<file path="src/rtl/nfs_pkg.sv">
package nfs_pkg;
  localparam int CMD_W = 11;

  localparam logic [CMD_W-1:0] ADR_KEY_A = 11'h555;
  localparam logic [CMD_W-1:0] ADR_KEY_B = 11'h2AA;
  localparam logic [CMD_W-1:0] ADR_QUERY = 11'h055;

  localparam logic [7:0] KEY_A      = 8'hAA;
  localparam logic [7:0] KEY_B      = 8'h55;
  localparam logic [7:0] OP_IDENT   = 8'h90;
  localparam logic [7:0] OP_WRITE   = 8'hA0;
  localparam logic [7:0] OP_ERASE   = 8'h80;
  localparam logic [7:0] OP_FAST    = 8'h20;
  localparam logic [7:0] OP_SECTOR  = 8'h30;
  localparam logic [7:0] OP_ALL     = 8'h10;
  localparam logic [7:0] OP_EXIT    = 8'hF0;
  localparam logic [7:0] OP_QUERY   = 8'h98;
  localparam logic [7:0] OP_FASTEND = 8'h00;
  localparam logic [7:0] OP_PAUSE   = 8'hB0;

  typedef enum logic [3:0] {
    ST_READ, ST_KEY1, ST_KEY2, ST_ERA1, ST_ERA2, ST_ERA3, ST_PDATA,
    ST_IDENT, ST_QUERY, ST_FAST, ST_FDATA, ST_PBUSY, ST_EBUSY, ST_EPAUSE
  } seq_state_t;

  typedef enum logic [1:0] {
    VW_ARRAY, VW_IDENT, VW_QUERY, VW_STATUS
  } view_t;
endpackage

</file>
<file path="src/rtl/nfs_geom.sv">
module nfs_geom #(
  parameter int AIW = 6,
  parameter int N0 = 2, parameter int L0 = 4,
  parameter int N1 = 2, parameter int L1 = 3,
  parameter int N2 = 2, parameter int L2 = 2,
  parameter int N3 = 2, parameter int L3 = 2
) (
  input  logic [AIW-1:0] idx,
  output logic [AIW-1:0] sec_base,
  output logic [AIW-1:0] sec_lenm1
);
  localparam int CNT [4] = '{N0, N1, N2, N3};
  localparam int LG  [4] = '{L0, L1, L2, L3};

  always_comb begin
    int ai;
    int rb;
    sec_base  = '0;
    sec_lenm1 = '0;
    rb = 0;
    ai = int'(idx);
    for (int r = 0; r < 4; r++) begin
      if (ai >= rb && ai < rb + (CNT[r] << LG[r])) begin
        sec_base  = AIW'(rb + (((ai - rb) >> LG[r]) << LG[r]));
        sec_lenm1 = AIW'((1 << LG[r]) - 1);
      end
      rb = rb + (CNT[r] << LG[r]);
    end
  end
endmodule

</file>
<file path="src/rtl/nfs_array.sv">
module nfs_array #(
  parameter int DW  = 16,
  parameter int AIW = 6
) (
  input  logic           clk,
  input  logic           we,
  input  logic [AIW-1:0] waddr,
  input  logic [DW-1:0]  wdata,
  input  logic [AIW-1:0] raddr,
  output logic [DW-1:0]  q
);
  localparam int DEPTH = 1 << AIW;

  logic [DW-1:0] mem [DEPTH];

  initial begin
    for (int i = 0; i < DEPTH; i++) mem[i] = '1;
  end

  always_ff @(posedge clk) begin
    if (we) mem[waddr] <= wdata;
    q <= mem[raddr];
  end
endmodule

</file>
<file path="src/rtl/nfs_query.sv">
module nfs_query
  import nfs_pkg::*;
#(
  parameter int DW = 16,
  parameter int AIW = 6,
  parameter int N0 = 2, parameter int N1 = 2,
  parameter int N2 = 2, parameter int N3 = 2,
  parameter logic [DW-1:0] MFR_ID = 16'h00BF,
  parameter logic [DW-1:0] DEV_ID = 16'h236D
) (
  input  view_t       view,
  input  logic [7:0]  ofs,
  output logic [DW-1:0] val
);
  localparam int NREG = int'(N0 != 0) + int'(N1 != 0) + int'(N2 != 0) + int'(N3 != 0);
  localparam int SIZE_LOG2 = AIW + $clog2(DW / 8);

  always_comb begin
    val = '0;
    if (view == VW_IDENT) begin
      if (ofs == 8'h00) val = MFR_ID;
      else if (ofs == 8'h01) val = DEV_ID;
    end else if (view == VW_QUERY) begin
      case (ofs)
        8'h10: val = DW'(8'h51);
        8'h11: val = DW'(8'h52);
        8'h12: val = DW'(8'h59);
        8'h27: val = DW'(SIZE_LOG2);
        8'h2C: val = DW'(NREG);
        default: val = '0;
      endcase
    end
  end
endmodule

</file>
<file path="src/rtl/nfs_seq.sv">
module nfs_seq
  import nfs_pkg::*;
#(
  parameter int DW = 16,
  parameter int AIW = 6,
  parameter int PROG_CYC = 4
) (
  input  logic             clk,
  input  logic             rst,
  input  logic             wr_en,
  input  logic [CMD_W-1:0] cmd_addr,
  input  logic [AIW-1:0]   wr_idx,
  input  logic [DW-1:0]    wr_data,
  input  logic [AIW-1:0]   rd_idx,
  input  logic [AIW-1:0]   sec_base,
  input  logic [AIW-1:0]   sec_lenm1,
  input  logic [DW-1:0]    mem_q,
  output logic             mem_we,
  output logic [AIW-1:0]   mem_waddr,
  output logic [DW-1:0]    mem_wdata,
  output logic [AIW-1:0]   mem_raddr,
  output logic             busy,
  output view_t            view
);
  localparam int PCW = (PROG_CYC > 1) ? $clog2(PROG_CYC) : 1;
  localparam logic [PCW-1:0] PC_LAST = PCW'(PROG_CYC - 1);
  localparam logic [AIW-1:0] ALL_LAST = '1;

  seq_state_t st;
  logic       query_from_ident;
  logic       back_to_fast;
  logic [PCW-1:0] pcnt;
  logic [AIW-1:0] paddr;
  logic [DW-1:0]  pdata;
  logic [AIW-1:0] ecur;
  logic [AIW-1:0] ecnt;

  logic [7:0] c;
  logic at_a, at_b, at_q;
  assign c    = wr_data[7:0];
  assign at_a = (cmd_addr == ADR_KEY_A);
  assign at_b = (cmd_addr == ADR_KEY_B);
  assign at_q = (cmd_addr == ADR_QUERY);

  always_ff @(posedge clk) begin
    if (rst) begin
      st <= ST_READ;
      query_from_ident <= 1'b0;
      back_to_fast <= 1'b0;
      pcnt <= '0;
      paddr <= '0;
      pdata <= '0;
      ecur <= '0;
      ecnt <= '0;
    end else begin
      case (st)
        ST_READ: if (wr_en) begin
          if (c == KEY_A && at_a) st <= ST_KEY1;
          else if (c == OP_QUERY && at_q) begin
            st <= ST_QUERY;
            query_from_ident <= 1'b0;
          end
        end
        ST_KEY1: if (wr_en) st <= (c == KEY_B && at_b) ? ST_KEY2 : ST_READ;
        ST_KEY2: if (wr_en) begin
          st <= ST_READ;
          if (at_a) begin
            case (c)
              OP_IDENT: st <= ST_IDENT;
              OP_WRITE: st <= ST_PDATA;
              OP_ERASE: st <= ST_ERA1;
              OP_FAST:  st <= ST_FAST;
              default:  st <= ST_READ;
            endcase
          end
        end
        ST_ERA1: if (wr_en) st <= (c == KEY_A && at_a) ? ST_ERA2 : ST_READ;
        ST_ERA2: if (wr_en) st <= (c == KEY_B && at_b) ? ST_ERA3 : ST_READ;
        ST_ERA3: if (wr_en) begin
          if (c == OP_SECTOR) begin
            st <= ST_EBUSY;
            ecur <= sec_base;
            ecnt <= sec_lenm1;
          end else if (c == OP_ALL && at_a) begin
            st <= ST_EBUSY;
            ecur <= '0;
            ecnt <= ALL_LAST;
          end else begin
            st <= ST_READ;
          end
        end
        ST_PDATA, ST_FDATA: if (wr_en) begin
          back_to_fast <= (st == ST_FDATA);
          st <= ST_PBUSY;
          pcnt <= '0;
          paddr <= wr_idx;
          pdata <= wr_data;
        end
        ST_IDENT: if (wr_en) begin
          if (c == OP_EXIT) st <= ST_READ;
          else if (c == OP_QUERY && at_q) begin
            st <= ST_QUERY;
            query_from_ident <= 1'b1;
          end
        end
        ST_QUERY: if (wr_en && c == OP_EXIT) begin
          st <= query_from_ident ? ST_IDENT : ST_READ;
          query_from_ident <= 1'b0;
        end
        ST_FAST: if (wr_en) begin
          if (c == OP_WRITE) st <= ST_FDATA;
          else if (c == OP_FASTEND) st <= ST_READ;
        end
        ST_PBUSY: begin
          if (pcnt == PC_LAST) st <= back_to_fast ? ST_FAST : ST_READ;
          else pcnt <= pcnt + 1'b1;
        end
        ST_EBUSY: begin
          if (ecnt == '0) st <= ST_READ;
          else begin
            ecur <= ecur + 1'b1;
            ecnt <= ecnt - 1'b1;
            if (wr_en && c == OP_PAUSE) st <= ST_EPAUSE;
          end
        end
        ST_EPAUSE: if (wr_en && c == OP_SECTOR) st <= ST_EBUSY;
        default: st <= ST_READ;
      endcase
    end
  end

  always_comb begin
    mem_we    = (st == ST_PBUSY && pcnt == PC_LAST) || (st == ST_EBUSY);
    mem_waddr = (st == ST_EBUSY) ? ecur : paddr;
    mem_wdata = (st == ST_EBUSY) ? '1 : (mem_q & pdata);
    mem_raddr = (st == ST_PBUSY) ? paddr : rd_idx;
    busy      = (st == ST_PBUSY) || (st == ST_EBUSY);
    case (st)
      ST_IDENT:           view = VW_IDENT;
      ST_QUERY:           view = VW_QUERY;
      ST_PBUSY, ST_EBUSY: view = VW_STATUS;
      default:            view = VW_ARRAY;
    endcase
  end
endmodule

</file>
<file path="src/rtl/nor_cmd_seq.sv">
module nor_cmd_seq
  import nfs_pkg::*;
#(
  parameter int DW = 16,
  parameter int AW = 16,
  parameter int N0 = 2, parameter int L0 = 4,
  parameter int N1 = 2, parameter int L1 = 3,
  parameter int N2 = 2, parameter int L2 = 2,
  parameter int N3 = 2, parameter int L3 = 2,
  parameter int PROG_CYC = 4,
  parameter logic [DW-1:0] MFR_ID = 16'h00BF,
  parameter logic [DW-1:0] DEV_ID = 16'h236D
) (
  input  logic          clk,
  input  logic          rst,
  input  logic [AW-1:0] addr,
  input  logic          wr_en,
  input  logic [DW-1:0] wr_data,
  input  logic          rd_en,
  output logic [DW-1:0] rd_data,
  output logic          rd_valid,
  output logic          busy
);
  localparam int DEPTH = (N0 << L0) + (N1 << L1) + (N2 << L2) + (N3 << L3);
  localparam int AIW = $clog2(DEPTH);

  logic [AIW-1:0] idx;
  logic [AIW-1:0] sec_base, sec_lenm1;
  logic           mem_we;
  logic [AIW-1:0] mem_waddr, mem_raddr;
  logic [DW-1:0]  mem_wdata, mem_q;
  logic [DW-1:0]  qval, stat_w, qv_q;
  view_t          view, vw_q;
  logic           tgl;
  logic           unused_hi;

  assign idx = addr[AIW-1:0];
  assign unused_hi = ^addr[AW-1:CMD_W];

  nfs_geom #(.AIW(AIW), .N0(N0), .L0(L0), .N1(N1), .L1(L1),
             .N2(N2), .L2(L2), .N3(N3), .L3(L3)) u_geom (
    .idx(idx), .sec_base(sec_base), .sec_lenm1(sec_lenm1));

  nfs_seq #(.DW(DW), .AIW(AIW), .PROG_CYC(PROG_CYC)) u_seq (
    .clk(clk), .rst(rst), .wr_en(wr_en), .cmd_addr(addr[CMD_W-1:0]),
    .wr_idx(idx), .wr_data(wr_data), .rd_idx(idx),
    .sec_base(sec_base), .sec_lenm1(sec_lenm1), .mem_q(mem_q),
    .mem_we(mem_we), .mem_waddr(mem_waddr), .mem_wdata(mem_wdata),
    .mem_raddr(mem_raddr), .busy(busy), .view(view));

  nfs_array #(.DW(DW), .AIW(AIW)) u_array (
    .clk(clk), .we(mem_we), .waddr(mem_waddr), .wdata(mem_wdata),
    .raddr(mem_raddr), .q(mem_q));

  nfs_query #(.DW(DW), .AIW(AIW), .N0(N0), .N1(N1), .N2(N2), .N3(N3),
              .MFR_ID(MFR_ID), .DEV_ID(DEV_ID)) u_query (
    .view(view), .ofs(addr[7:0]), .val(qval));

  always_comb begin
    stat_w    = '0;
    stat_w[3] = 1'b1;
    stat_w[6] = tgl;
    stat_w[2] = tgl;
  end

  always_ff @(posedge clk) begin
    if (rst) begin
      rd_valid <= 1'b0;
      vw_q     <= VW_ARRAY;
      qv_q     <= '0;
      tgl      <= 1'b0;
    end else begin
      rd_valid <= rd_en;
      if (rd_en) begin
        vw_q <= view;
        qv_q <= (view == VW_STATUS) ? stat_w : qval;
        if (view == VW_STATUS) tgl <= ~tgl;
      end
    end
  end

  assign rd_data = (vw_q == VW_ARRAY) ? mem_q : qv_q;
endmodule

</file>
<file path="config.mk">
export PLATFORM = sky130hd
export DESIGN_NAME = nor_cmd_seq
export DESIGN_NICKNAME = d
export VERILOG_FILES = /design/src/rtl/nfs_pkg.sv /design/src/rtl/nfs_geom.sv /design/src/rtl/nfs_array.sv /design/src/rtl/nfs_query.sv /design/src/rtl/nfs_seq.sv /design/src/rtl/nor_cmd_seq.sv
export SDC_FILE = /design/constraint.sdc
export NUM_CORES = 2
export LEC_CHECK = 0
export BUFFER_PORTS_ARGS = -buffer_cell sky130_fd_sc_hd__buf_4
export CORE_UTILIZATION = 50
export CTS_BUF_LIST = sky130_fd_sc_hd__clkbuf_8
export CTS_CLUSTER_SIZE = 28
export DETAILED_ROUTE_END_ITERATION = 7
export MAX_ROUTING_LAYER = met4
export PLACE_DENSITY = 0.65
export SLEW_MARGIN = 30
export SYNTH_ARGS = -nofsm -noshare
export SYNTH_HDL_FRONTEND = slang
export SYNTH_SLANG_ARGS = --single-unit
</file>
<file path="constraint.sdc">
create_clock -name clk -period 3.5 [get_ports clk]
set_input_delay 0.35 -clock clk [delete_from_list [all_inputs] [get_ports clk]]
set_output_delay 0.35 -clock clk [all_outputs]
set_load 0.1 [all_outputs]
</file>
==> impl_results.md <==
* Mapped Area at 0.0438 sq mm
* Number of DRC markers in iteration 0 at 3,314
* Register area share after synthesis at 73.4%
* Crit path depth at 5
* Type of the worst min-delay path: input pin to register
* Yosys top cell by area: edfxtp_1
* Initial antenna violation count at 7
* Drt pass-1 iters at 5
* Non-filler instance count after layout at 4,945
* Critical path's most frequent cell: buf_4
* Worst endpoint required time at 3150 ps
* Yosys reg bits at 1,095
* Mapped Nets at 3,490
* Setup TNS at 0 ps
* Insertion delay to the later sink of the worst-skew pair at 820 ps
* Max VDD drop at 0.329 mV
* Final Slew Violations at 0
* Global-route wire length before repair at 172,000 microns
* Async SR Flop Fraction at 0%
* Die area at 0.0888 sq mm
* DR DRC count at 0
* Worst r2r path cells at 6
* Pwr per Cell Area at 506 mW/mm^2
* Worst Tran Pin Value at 879 ps
* H-tree Lvls at 4
* WS Path Type: register to output pin
* Vias in the first global route at 27,594
* Crit path max fanout at 22
* Status: finished clean
* HPWL Detailed at 66,300 microns
* Die Y at 298 microns
* Core footprint at 0.0868 sq mm
* Area after DPL at 0.0465 sq mm
* Total number of vias at 28,743
* Post-DR wirelength/cell at 23.6 microns
* Post-route clock period utilization at 91.0%
* Clk pin slew, worst setup/hold paths at 60 ps
* EDFF count, synth at 1,024
* Max Clk Rate at 0.314 GHz
* Initial Util at 50.5%
* Routed WL at 117,000 microns
* Arr. time, crit path at 2840 ps
* Root Buffer: clkbuf_8
* Maximum clock path buffer count at 3
* Clock sink count at 1,095
* Min cycle time layout at 3190 ps
* # setup viols final at 0
* Critical path's top delay family: buffers and inverters
* RSZ-0062 raised after global routing: false
* Worst path slowest cell: and4bb_2
* Most frequent cells in the layout: nand2_1, edfxtp_1, nand3_1
* Post-synthesis cell type count at 70
* CP bufs+invs at 3
* Leakage power total at 17.0 nW
* Ys Warns at 0
* CTS tree: yes
* GRT overflow at 0
* CP max stage delay at 590 ps
* Final Util at 57.5%
* Share of cells above drive strength 1 at 12.7%
* Remaining antenna violation count after routing at 0
* Tot Pwr at 25.2 mW
* Port bufs at 48
* RR Endpoint: u_array.mem[39][9]
* Synth Instances at 3,445
* Die width at 298 microns
* Final Net Count at 3,714
* Setup slack, reg-to-reg at 470 ps
* Critical path origin: u_seq.st[3]
* Final Instance Area at 0.0499 sq mm
* Max-cap viol count at 0
* Clk_skew at 32.7 ps
* Synth top area share at 70.2%
* Ys flop type: edfxtp_1
* Reg2reg start: u_seq.st[3]
* Pin count of the biggest net entering global routing at 80
* Setup crit end: busy
* Post-placement cell count at 4,614
* Total Routing Usage GR at 27.0%
* Top-Level Pins at 54
* Vias per cell at 5.81
* GP Congestion at 0.892
* Critical Path Sink Type: output pin
* Syn_area_per_cell at 12.7 sq um
* Worst slew margin at 41.4%
* Leading cell type in the layout, fill and taps excluded: nand2_1
* Most area-consuming cells after synthesis: edfxtp_1, nand2_1, nand3_1
* Area Growth Syn to Fin at 13.8%
* Row cnt at 108
* Worst-path cell chain: and4bb_2 -> buf_4 -> nor2_1 -> inv_1 -> buf_4
* Startpoint types: register
* Num CTS Buffers at 170
* Final Hold Vio Count at 0
## report_power, final
part | switching, mW | internal [mW]
registers | 0.0555 | 14.1
logic | 1.03 | 0.466
clock network | 4.81 | 4.71
total | 5.89 | 19.3
## timing repair
item | 4_1_cts | 5_1_grt
setup buffers | 0 | 0
setup endpoints to repair | 0 | 1
resized for setup | 0 | 1
hold endpoints to repair | 47 | 0
hold buffers | 38 | 0
## layout make-up
type,instances,area (sq um)
antenna,4,10.0
clock buffer,173,2380
clock inverter,116,568
fill,6926,36900
inverter,12,45.0
multi-input combinational,2127,10700
sequential,1095,32200
tap,1155,1450
timing repair buffer,263,2560
## sequential cells by signal, summed over array words and instances (netlist names)
name and flops:
u_seq.back_to_fast 1, u_seq.pcnt 2, u_seq.st 4, rd_valid 1, u_seq.query_from_ident 1, u_seq.ecur 6, tgl 1, qv_q 9
vw_q 2, u_seq.paddr 6, u_array.mem 1024, u_seq.pdata 16, u_array.q 16, u_seq.ecnt 6
## kinds of logic after synthesis
kind of cell	synth area share [%]
XOR/XNOR	0.0600
AO/OA/AOI/OAI	4.26
AND/OR/NAND/NOR	17.7
buffers and inverters	2.44
flip-flops	73.4
adder cells (fa/ha/maj)	0.257
multiplexers	1.91
## layer usage
| metal | vias to the layer above | track usage [%] | wire length, microns |
|---|---|---|---|
| met5 | - | - | 0 |
| met4 | 0 | 11.0 | 4080 |
| met3 | 204 | 5.16 | 10400 |
| met2 | 1337 | 39.6 | 53400 |
| met1 | 14115 | 37.2 | 49000 |
| li1 | 13087 | - | - |
## stage by stage
step / hold slack [ps] / setup slack (ps)
final: 111 / 313
after global routing: 153 / 200
after CTS: 23.9 / 111
after detailed placement: 465 / 434
after global placement: 453 / 410
after floorplan: 437 / 698
## cell usage after synthesis, drive strengths merged (6+ instances only)
master and number:
nand2 1044, a211oi 6, a32oi 33, and3 27, inv 12, nor2 132
ha 9, nand3 340, mux2 11, nor2b 6, dfxtp 71, clkbuf 77
nand4 118, o21ai 24, a31oi 151, a21oi 25, nor3 17, and2 9
and4 17, edfxtp 1024, mux2i 68, a311oi 8, nand2b 19, buf 134
## worst register-to-register path: cells and delay by family (launching register included)
kind	cells	cell delay, ps
and+or+nand+nor	3	1040
DFF	1	550
AOI/OAI and AO/OA	1	500
buffers and inverters	1	310
muxes	1	270
## worst min-delay path by stage
stage | from | endpoint | slack, ps | cells past startpoint
global route | addr[10] | u_seq.query_from_ident | 150 | 6
CTS | addr[10] | u_seq.query_from_ident | 20 | 5
global placement | u_seq.ecnt[0] | u_seq.ecnt[0] | 450 | 1
floorplan | u_seq.ecnt[0] | u_seq.ecnt[0] | 440 | 1
finish | addr[10] | u_seq.query_from_ident | 110 | 5
detailed placement | qv_q[1] | qv_q[1] | 470 | 2
Power figures use the tool's default switching activity.
